<file path="src/rtl/rsm_chk_pkg.sv">
// Shared identifiers, bit positions and state encoding for the saved-state checker.
package rsm_chk_pkg;
    localparam int NUM_FIELDS = 8;
    localparam int FID_W      = 3;
    localparam int NUM_RULES  = 6;

    typedef enum logic [FID_W-1:0] {
        F_CR0  = 3'd0,
        F_CR3  = 3'd1,
        F_CR4  = 3'd2,
        F_DR6  = 3'd3,
        F_DR7  = 3'd4,
        F_EFER = 3'd5,
        F_CSEG = 3'd6,
        F_REV  = 3'd7
    } fid_e;

    // rule bit indices in the failure mask
    localparam int RB_PAGED_NOPROT = 0;
    localparam int RB_CACHE_COMBO  = 1;
    localparam int RB_RESERVED     = 2;
    localparam int RB_LONG_NOPAE   = 3;
    localparam int RB_LONG_CS      = 4;
    localparam int RB_REVISION     = 5;

    // architectural bit positions the rules decode
    localparam int CR0_PE    = 0;
    localparam int CR0_NW    = 29;
    localparam int CR0_CD    = 30;
    localparam int CR0_PG    = 31;
    localparam int CR4_PAE   = 5;
    localparam int EFER_LME  = 8;
    localparam int EFER_VIRT = 12;
    localparam int CS_D      = 0;
    localparam int CS_L      = 1;

    typedef enum logic [1:0] {
        ST_IDLE    = 2'd0,
        ST_COLLECT = 2'd1,
        ST_HOLD    = 2'd2
    } st_e;
endpackage

</file>
<file path="src/rtl/rsm_field_capture.sv">
// Field capture store.
// Holds one slot per field identifier and a received flag per slot.
// Assumes: clear_i and wr_en_i are never both meaningful in one cycle; clear_i wins.
// A write to an already filled slot leaves the slot unchanged and raises dup_o.
module rsm_field_capture
    import rsm_chk_pkg::*;
#(
    parameter int DATA_W = 64
) (
    input  logic                             clk,
    input  logic                             rst_n,
    input  logic                             clear_i,
    input  logic                             wr_en_i,
    input  logic [FID_W-1:0]                 wr_id_i,
    input  logic [DATA_W-1:0]                wr_data_i,
    output logic [NUM_FIELDS-1:0][DATA_W-1:0] fields_o,
    output logic [NUM_FIELDS-1:0]            have_o,
    output logic                             dup_o
);
    logic [NUM_FIELDS-1:0] hit;

    for (genvar g = 0; g < NUM_FIELDS; g++) begin : g_slot
        assign hit[g] = wr_en_i && (wr_id_i == FID_W'(g));

        // Store the first image written to this slot after a clear.
        always_ff @(posedge clk) begin
            if (!rst_n) begin
                fields_o[g] <= '0;
                have_o[g]   <= 1'b0;
            end else if (clear_i) begin
                fields_o[g] <= '0;
                have_o[g]   <= 1'b0;
            end else if (hit[g] && !have_o[g]) begin
                fields_o[g] <= wr_data_i;
                have_o[g]   <= 1'b1;
            end
        end
    end

    // Sticky flag for a write that lands on a slot that is already filled.
    always_ff @(posedge clk) begin
        if (!rst_n)       dup_o <= 1'b0;
        else if (clear_i) dup_o <= 1'b0;
        else if (|(hit & have_o)) dup_o <= 1'b1;
    end
endmodule

</file>
<file path="src/rtl/rsm_rule_eval.sv">
// Combinational legality rules over the captured images.
// Assumes: inputs are stable once every field has been received.
// virt_en_i is the live enable sampled at start, never the restored one.
module rsm_rule_eval
    import rsm_chk_pkg::*;
#(
    parameter int              DATA_W    = 64,
    parameter int              REV_W     = 32,
    parameter logic [DATA_W-1:0] RSV_CR0  = '0,
    parameter logic [DATA_W-1:0] RSV_CR3  = '0,
    parameter logic [DATA_W-1:0] RSV_CR4  = '0,
    parameter logic [DATA_W-1:0] RSV_DR6  = '0,
    parameter logic [DATA_W-1:0] RSV_DR7  = '0,
    parameter logic [DATA_W-1:0] RSV_EFER = '0
) (
    input  logic [NUM_FIELDS-1:0][DATA_W-1:0] fields_i,
    input  logic                              virt_en_i,
    input  logic [REV_W-1:0]                  rev_ref_i,
    output logic [NUM_RULES-1:0]              fail_o,
    output logic                              reload_o,
    output logic [DATA_W-1:0]                 efer_o
);
    localparam int NUM_RSV = 6;

    logic [DATA_W-1:0] cr0, cr4, efer, cseg, rev;
    logic              pg, pe, pae, lme;
    logic [NUM_RSV-1:0] rsv_hit;

    assign cr0  = fields_i[F_CR0];
    assign cr4  = fields_i[F_CR4];
    assign efer = fields_i[F_EFER];
    assign cseg = fields_i[F_CSEG];
    assign rev  = fields_i[F_REV];
    assign pg   = cr0[CR0_PG];
    assign pe   = cr0[CR0_PE];
    assign pae  = cr4[CR4_PAE];
    assign lme  = efer[EFER_LME];

    // Reserved-bit screen: one term per register that carries a mask.
    assign rsv_hit[0] = |(fields_i[F_CR0]  & RSV_CR0);
    assign rsv_hit[1] = |(fields_i[F_CR3]  & RSV_CR3);
    assign rsv_hit[2] = |(fields_i[F_CR4]  & RSV_CR4);
    assign rsv_hit[3] = |(fields_i[F_DR6]  & RSV_DR6);
    assign rsv_hit[4] = |(fields_i[F_DR7]  & RSV_DR7);
    assign rsv_hit[5] = |(fields_i[F_EFER] & RSV_EFER);

    // Cross-register rules, one bit each.
    always_comb begin
        fail_o = '0;
        fail_o[RB_PAGED_NOPROT] = pg && !pe && !virt_en_i;
        fail_o[RB_CACHE_COMBO]  = cr0[CR0_NW] && !cr0[CR0_CD];
        fail_o[RB_RESERVED]     = |rsv_hit;
        fail_o[RB_LONG_NOPAE]   = lme && pg && !pae;
        fail_o[RB_LONG_CS]      = lme && pg && pae && cseg[CS_D] && cseg[CS_L];
        fail_o[RB_REVISION]     = rev[REV_W-1:0] != rev_ref_i;
    end

    // Legacy physical-address-extension paging target with virtualization on.
    assign reload_o = virt_en_i && pg && pae && !lme && (fail_o == '0);

    // Restored image with the virtualization enable forced to the live value.
    always_comb begin
        efer_o            = efer;
        efer_o[EFER_VIRT] = virt_en_i;
    end
endmodule

</file>
<file path="src/rtl/rsm_state_check.sv">
// Top: stream intake, sequencing and verdict hold for the saved-state checker.
// Assumes: start_i is a single-cycle pulse; the consumer acknowledges with a
// single-cycle verdict_ack_i. Start overrides every other input.
module rsm_state_check
    import rsm_chk_pkg::*;
#(
    parameter int                DATA_W   = 64,
    parameter int                REV_W    = 32,
    parameter logic [DATA_W-1:0] RSV_CR0  = 64'hFFFF_FFFF_1FFA_FFC0,
    parameter logic [DATA_W-1:0] RSV_CR3  = 64'hFFF0_0000_0000_0FE7,
    parameter logic [DATA_W-1:0] RSV_CR4  = 64'hFFFF_FFFF_FFFF_F800,
    parameter logic [DATA_W-1:0] RSV_DR6  = 64'hFFFF_FFFF_0000_0000,
    parameter logic [DATA_W-1:0] RSV_DR7  = 64'hFFFF_FFFF_0000_0000,
    parameter logic [DATA_W-1:0] RSV_EFER = 64'hFFFF_FFFF_FFFF_82FE
) (
    input  logic                 clk,
    input  logic                 rst_n,
    input  logic                 start_i,
    input  logic                 virt_en_i,
    input  logic [REV_W-1:0]     entry_rev_i,
    input  logic                 fld_valid_i,
    output logic                 fld_ready_o,
    input  logic [2:0]           fld_id_i,
    input  logic [DATA_W-1:0]    fld_data_i,
    output logic                 verdict_valid_o,
    output logic                 verdict_shutdown_o,
    output logic [5:0]           rule_fail_o,
    output logic                 pdpe_reload_o,
    output logic [DATA_W-1:0]    efer_o,
    output logic                 dup_err_o,
    input  logic                 verdict_ack_i
);
    st_e                              state_q;
    logic                             virt_q;
    logic [REV_W-1:0]                 rev_ref_q;
    logic [NUM_FIELDS-1:0][DATA_W-1:0] fields;
    logic [NUM_FIELDS-1:0]            have;
    logic                             all_in;
    logic                             accept;
    logic [NUM_RULES-1:0]             fail_c, fail_q;
    logic                             reload_c, reload_q, shut_q;
    logic [DATA_W-1:0]                efer_c, efer_q;
    logic                             hold;

    assign all_in      = &have;
    assign fld_ready_o = (state_q == ST_COLLECT) && !all_in;
    assign accept      = fld_valid_i && fld_ready_o;
    assign hold        = state_q == ST_HOLD;

    rsm_field_capture #(.DATA_W(DATA_W)) u_capture (
        .clk       (clk),
        .rst_n     (rst_n),
        .clear_i   (start_i),
        .wr_en_i   (accept),
        .wr_id_i   (fld_id_i),
        .wr_data_i (fld_data_i),
        .fields_o  (fields),
        .have_o    (have),
        .dup_o     (dup_err_o)
    );

    rsm_rule_eval #(
        .DATA_W(DATA_W), .REV_W(REV_W),
        .RSV_CR0(RSV_CR0), .RSV_CR3(RSV_CR3), .RSV_CR4(RSV_CR4),
        .RSV_DR6(RSV_DR6), .RSV_DR7(RSV_DR7), .RSV_EFER(RSV_EFER)
    ) u_rules (
        .fields_i  (fields),
        .virt_en_i (virt_q),
        .rev_ref_i (rev_ref_q),
        .fail_o    (fail_c),
        .reload_o  (reload_c),
        .efer_o    (efer_c)
    );

    // Sequencer: idle, collecting fields, holding a verdict.
    always_ff @(posedge clk) begin
        if (!rst_n) begin
            state_q <= ST_IDLE;
        end else if (start_i) begin
            state_q <= ST_COLLECT;
        end else begin
            case (state_q)
                ST_COLLECT: if (all_in) state_q <= ST_HOLD;
                ST_HOLD:    if (verdict_ack_i) state_q <= ST_IDLE;
                default:    state_q <= state_q;
            endcase
        end
    end

    // Reference values sampled when a check begins.
    always_ff @(posedge clk) begin
        if (!rst_n) begin
            virt_q    <= 1'b0;
            rev_ref_q <= '0;
        end else if (start_i) begin
            virt_q    <= virt_en_i;
            rev_ref_q <= entry_rev_i;
        end
    end

    // Verdict registers, loaded on the transition into the hold state.
    always_ff @(posedge clk) begin
        if (!rst_n) begin
            fail_q   <= '0;
            shut_q   <= 1'b0;
            reload_q <= 1'b0;
            efer_q   <= '0;
        end else if (!start_i && state_q == ST_COLLECT && all_in) begin
            fail_q   <= fail_c;
            shut_q   <= |fail_c;
            reload_q <= reload_c;
            efer_q   <= efer_c;
        end
    end

    assign verdict_valid_o    = hold;
    assign verdict_shutdown_o = hold && shut_q;
    assign rule_fail_o        = hold ? fail_q : '0;
    assign pdpe_reload_o      = hold && reload_q;
    assign efer_o             = hold ? efer_q : '0;
endmodule

</file>
<file path="config.mk">
export PLATFORM = sky130hd
export DESIGN_NAME = rsm_state_check
export DESIGN_NICKNAME = d
export VERILOG_FILES = /design/src/rtl/rsm_chk_pkg.sv /design/src/rtl/rsm_field_capture.sv /design/src/rtl/rsm_rule_eval.sv /design/src/rtl/rsm_state_check.sv
export SDC_FILE = /design/constraint.sdc
export NUM_CORES = 1
export LEC_CHECK = 0
export BUFFER_PORTS_ARGS = -buffer_cell sky130_fd_sc_hd__buf_2
export CORE_MARGIN = 4
export CORE_UTILIZATION = 38
export CTS_BUF_LIST = sky130_fd_sc_hd__clkbuf_8
export CTS_CLUSTER_DIAMETER = 80
export DETAILED_ROUTE_END_ITERATION = 12
export REMOVE_ABC_BUFFERS = 1
export SLEW_MARGIN = 20
export SYNTH_ARGS = -nofsm -noshare
export SYNTH_HDL_FRONTEND = slang
export SYNTH_SLANG_ARGS = --single-unit
</file>
<file path="constraint.sdc">
create_clock -name clk -period 2.35 [get_ports clk]
set_clock_uncertainty 0.2 [all_clocks]
set_input_delay 0.47 -clock clk [delete_from_list [all_inputs] [get_ports clk]]
set_output_delay 0.47 -clock clk [all_outputs]
set_load 0.01 [all_outputs]
</file>
==> summary.md <==
| Metric | Value |
|---|---|
| Layout cells sized above 1 | `22.0%` |
| Max-slew headroom | `30.1%` |
| PwrDens | `727 mW/mm^2` |
| Worst Setup SP | `state_q[0]` |
| Post-synthesis cell area | `0.0154 mm^2` |
| Final hold violations | `0` |
| Footprint of the multi-input gates | `0.00668 mm^2` |
| Failing checks | `setup timing` |
| Global-route track usage on met1 | `28.8%` |
| Period utilization | `105%` |
| Residual DRC | `0` |
| Die Width | `209 um` |
| Maxcap violations | `0` |
| Number of filler cells placed in the layout | `3820` |
| Final setup margin | `-0.113 ns` |
| Diodes inserted | `0` |
| CTS tree | `yes` |
| Top cell type's share of synthesized area | `53.3%` |
| Port Buffers | `179` |
| Full die area | `0.0438 mm^2` |
| Die Y | `209 um` |
| Status | `finished with violations` |
| Pleak | `7.43 nW` |
| Initial DRC count | `1111` |
| Worst slew pin tran | `1.05 ns` |
| Peak VDD IR | `0.447 mV` |
| Initial antenna violation count | `0` |
| Via count | `13632` |
| Dpl cells | `2397` |
| Kind of critical path | `flop to output port` |
| Count of cell types in the netlist | `43` |
| Area contributors post-synth | `dfxtp_1, nand3_1, o21ai_0` |
| Met3 global-route usage | `3.71%` |
| Cell Count, Final, Fillers Out | `2575` |
| Slew Viols, Final | `0` |
| DR pass1 iterations | `5` |
| Num Clock Sinks | `410` |
| RSZ-0062 raised after global routing | `yes` |
| Crit path capture type | `output port` |
| CTS buffer count | `70` |
| Fmax achieved | `0.406 GHz` |
| Root Buffer | `clkbuf_8` |
| Register area share after synthesis | `53.3%` |
| Worst-path clk slew | `0.06 ns` |
| H-tree depth | `3` |
| Gr ovfl total | `0` |
| Busiest grt layer | `met2` |
| Largest net degree at the start of global routing | `109` |
| Initial core utilization | `38.6%` |
| Final wirelength | `50300 um` |
| Hold_sp | `fld_data_i[13]` |
| Fin util | `48.9%` |
| DP HPWL | `31700 um` |
| CP Max Fanout | `10` |
| Routed Antenna Nets | `0` |
| First-pass GRT wire length | `74200 um` |
| Yosys reg bits | `410` |
| Core area | `0.0399 mm^2` |
| DR vias/cell | `5.29` |
| Register area | `0.00821 mm^2` |
| Area growth syn-to-layout | `26.8%` |
| Critical Path AT | `1.79 ns` |
| Clock latency on the worst-skew pair | `0.60 ns` |
| IO Pins | `180` |
| M2 GR Usage | `34.6%` |
| Global router's overall resource usage | `21.4%` |
| Synthesized instance count | `1765` |
| Placer Congestion | `0.818` |
| Final Setup Violations | `72` |
| HP Class | `primary input to flop` |
| FP Rows | `73` |
| Final worst path period need | `2.46 ns` |
| NumNets Final | `2107` |
| CP startpoint kind | `flop` |
| Syn Area/Cell | `8.72 um^2` |
| Final hold slack | `0.0528 ns` |
| Drt wl/cell | `19.5 um` |
| Vias in the first global route | `13076` |
| Yosys top cell by area | `dfxtp_1` |
| FF-to-FF Start | `state_q[0]` |
| Syn. warnings | `0` |
| Worst Path Required | `1.68 ns` |
| Maximum clock insertion buffer count | `3` |
## worst max-delay path, stage by stage (launching register included)
cell and delay, ns:
dfxtp_2 0.32, inv_2 0.06, ha_4 0.24, buf_4 0.16, buf_12 0.13, and2_1 0.16
buf_2 0.14
## cells in the mapped netlist (all sizes together)
cell     count
nor4b        1
nor2        50
nor3b        3
nand3      298
a31oi        2
a21oi       69
inv          6
mux2i       36
xnor2       32
ha           2
or3          5
a21boi       1
or4          2
nand4       26
buf         64
o32a         1
nor2b       12
nor3         7
mux4         1
a311oi       1
and2        72
clkbuf      82
a32o         1
o21a         5
nand2      207
o2111ai      1
nand2b       3
nor4        66
dfxtp      410
a21o         1
o21ai      298
## placed cells by master (no fill, tap or decap), types with 41 or more instances in the layout
master / netlist / layout
dfxtp_1: 410 / 407
nand3_1: 280 / 280
o21ai_0: 208 / 208
nand2_1: 207 / 207
buf_2: 32 / 155
clkbuf_8: 0 / 91
o21ai_1: 87 / 87
a21oi_1: 69 / 69
buf_4: 8 / 63
nor4_1: 65 / 58
nor2_1: 50 / 49
and2_1: 72 / 41
## metal layers
metal / part of all wire [%] / vias up
met5: 0 / -
met4: 2.5 / 0
met3: 6.1 / 76
met2: 47 / 471
met1: 45 / 6416
li1: - / 6669
## final timing paths
kind / end / slack [ns] / cells after the start
max reg2reg: u_capture.fields_o[176] / 0.09 / 8
min: u_capture.fields_o[461] / 0.05 / 3
min reg2reg: efer_q[31] / 0.25 / 2
max: efer_o[17] / -0.11 / 6
## state kept, by name (all words and copies together), names as in the netlist
register / cells
reload_q: 1
state_q: 2
u_capture.dup_o: 1
rev_ref_q: 32
efer_q: 64
u_capture.have_o: 8
virt_q: 1
shut_q: 1
u_capture.fields_o: 294
fail_q: 6
## logic make-up (layout without fill, tap and decap cells)
kind of cell / count (synthesis) / count (layout) / synth area share (%)
multiplexers: 37 / 37 / 2.49
adder cells (fa/ha/maj): 2 / 2 / 0.163
flip-flops: 410 / 410 / 53.3
buffers and inverters: 152 / 437 / 4.56
AND/OR/NAND/NOR: 752 / 752 / 24.9
AO/OA/AOI/OAI: 380 / 380 / 12.8
XOR/XNOR: 32 / 32 / 1.82
## power breakdown
part | switching, mW | internal (mW) | total [mW]
Clock | 2.84 | 3.46 | 6.30
Sequential | 0.0395 | 7.01 | 7.05
Combinational | 0.508 | 0.320 | 0.828
Total | 3.39 | 10.8 | 14.2
## layout make-up
| class | instances | share of cell area (%) |
|---|---|---|
| clock buffers | 91 | 6.42 |
| clock inverters | 31 | 0.693 |
| repair buffers | 309 | 13.1 |
| well taps | 525 | 3.37 |
| flip-flops and latches | 410 | 42.1 |
| multi-input cells | 1203 | 34.3 |
| inverters | 6 | 0.115 |
## timing repair
| item | CTS | global route |
|---|---|---|
| gates cloned | 5 | 5 |
| hold buffers | 39 | 0 |
| hold endpoints to repair | 41 | 0 |
| gates resized for setup | 41 | 41 |
| buffers inserted | 4 | 3 |
| pin swaps | 8 | 19 |
| setup endpoints to repair | 75 | 253 |
## metrics by stage
| step | total power [mW] | setup slack, ns | cell area (um^2) | TNS (ns) |
|---|---|---|---|---|
| 3_3_place_gp | 7.89 | -0.0983 | 17000 | -0.183 |
| 4_1_cts | 14.3 | -0.144 | 19200 | -6.64 |
| 5_1_grt | 14.7 | -0.171 | 19500 | -9.96 |
| 6_report | 14.2 | -0.113 | 19500 | -4.47 |
| 2_1_floorplan | 7.52 | -12.84 | 14700 | -3752.36 |
| 3_5_place_dp | 7.90 | -0.159 | 17000 | -0.318 |
(Power assumes the default switching activity.)
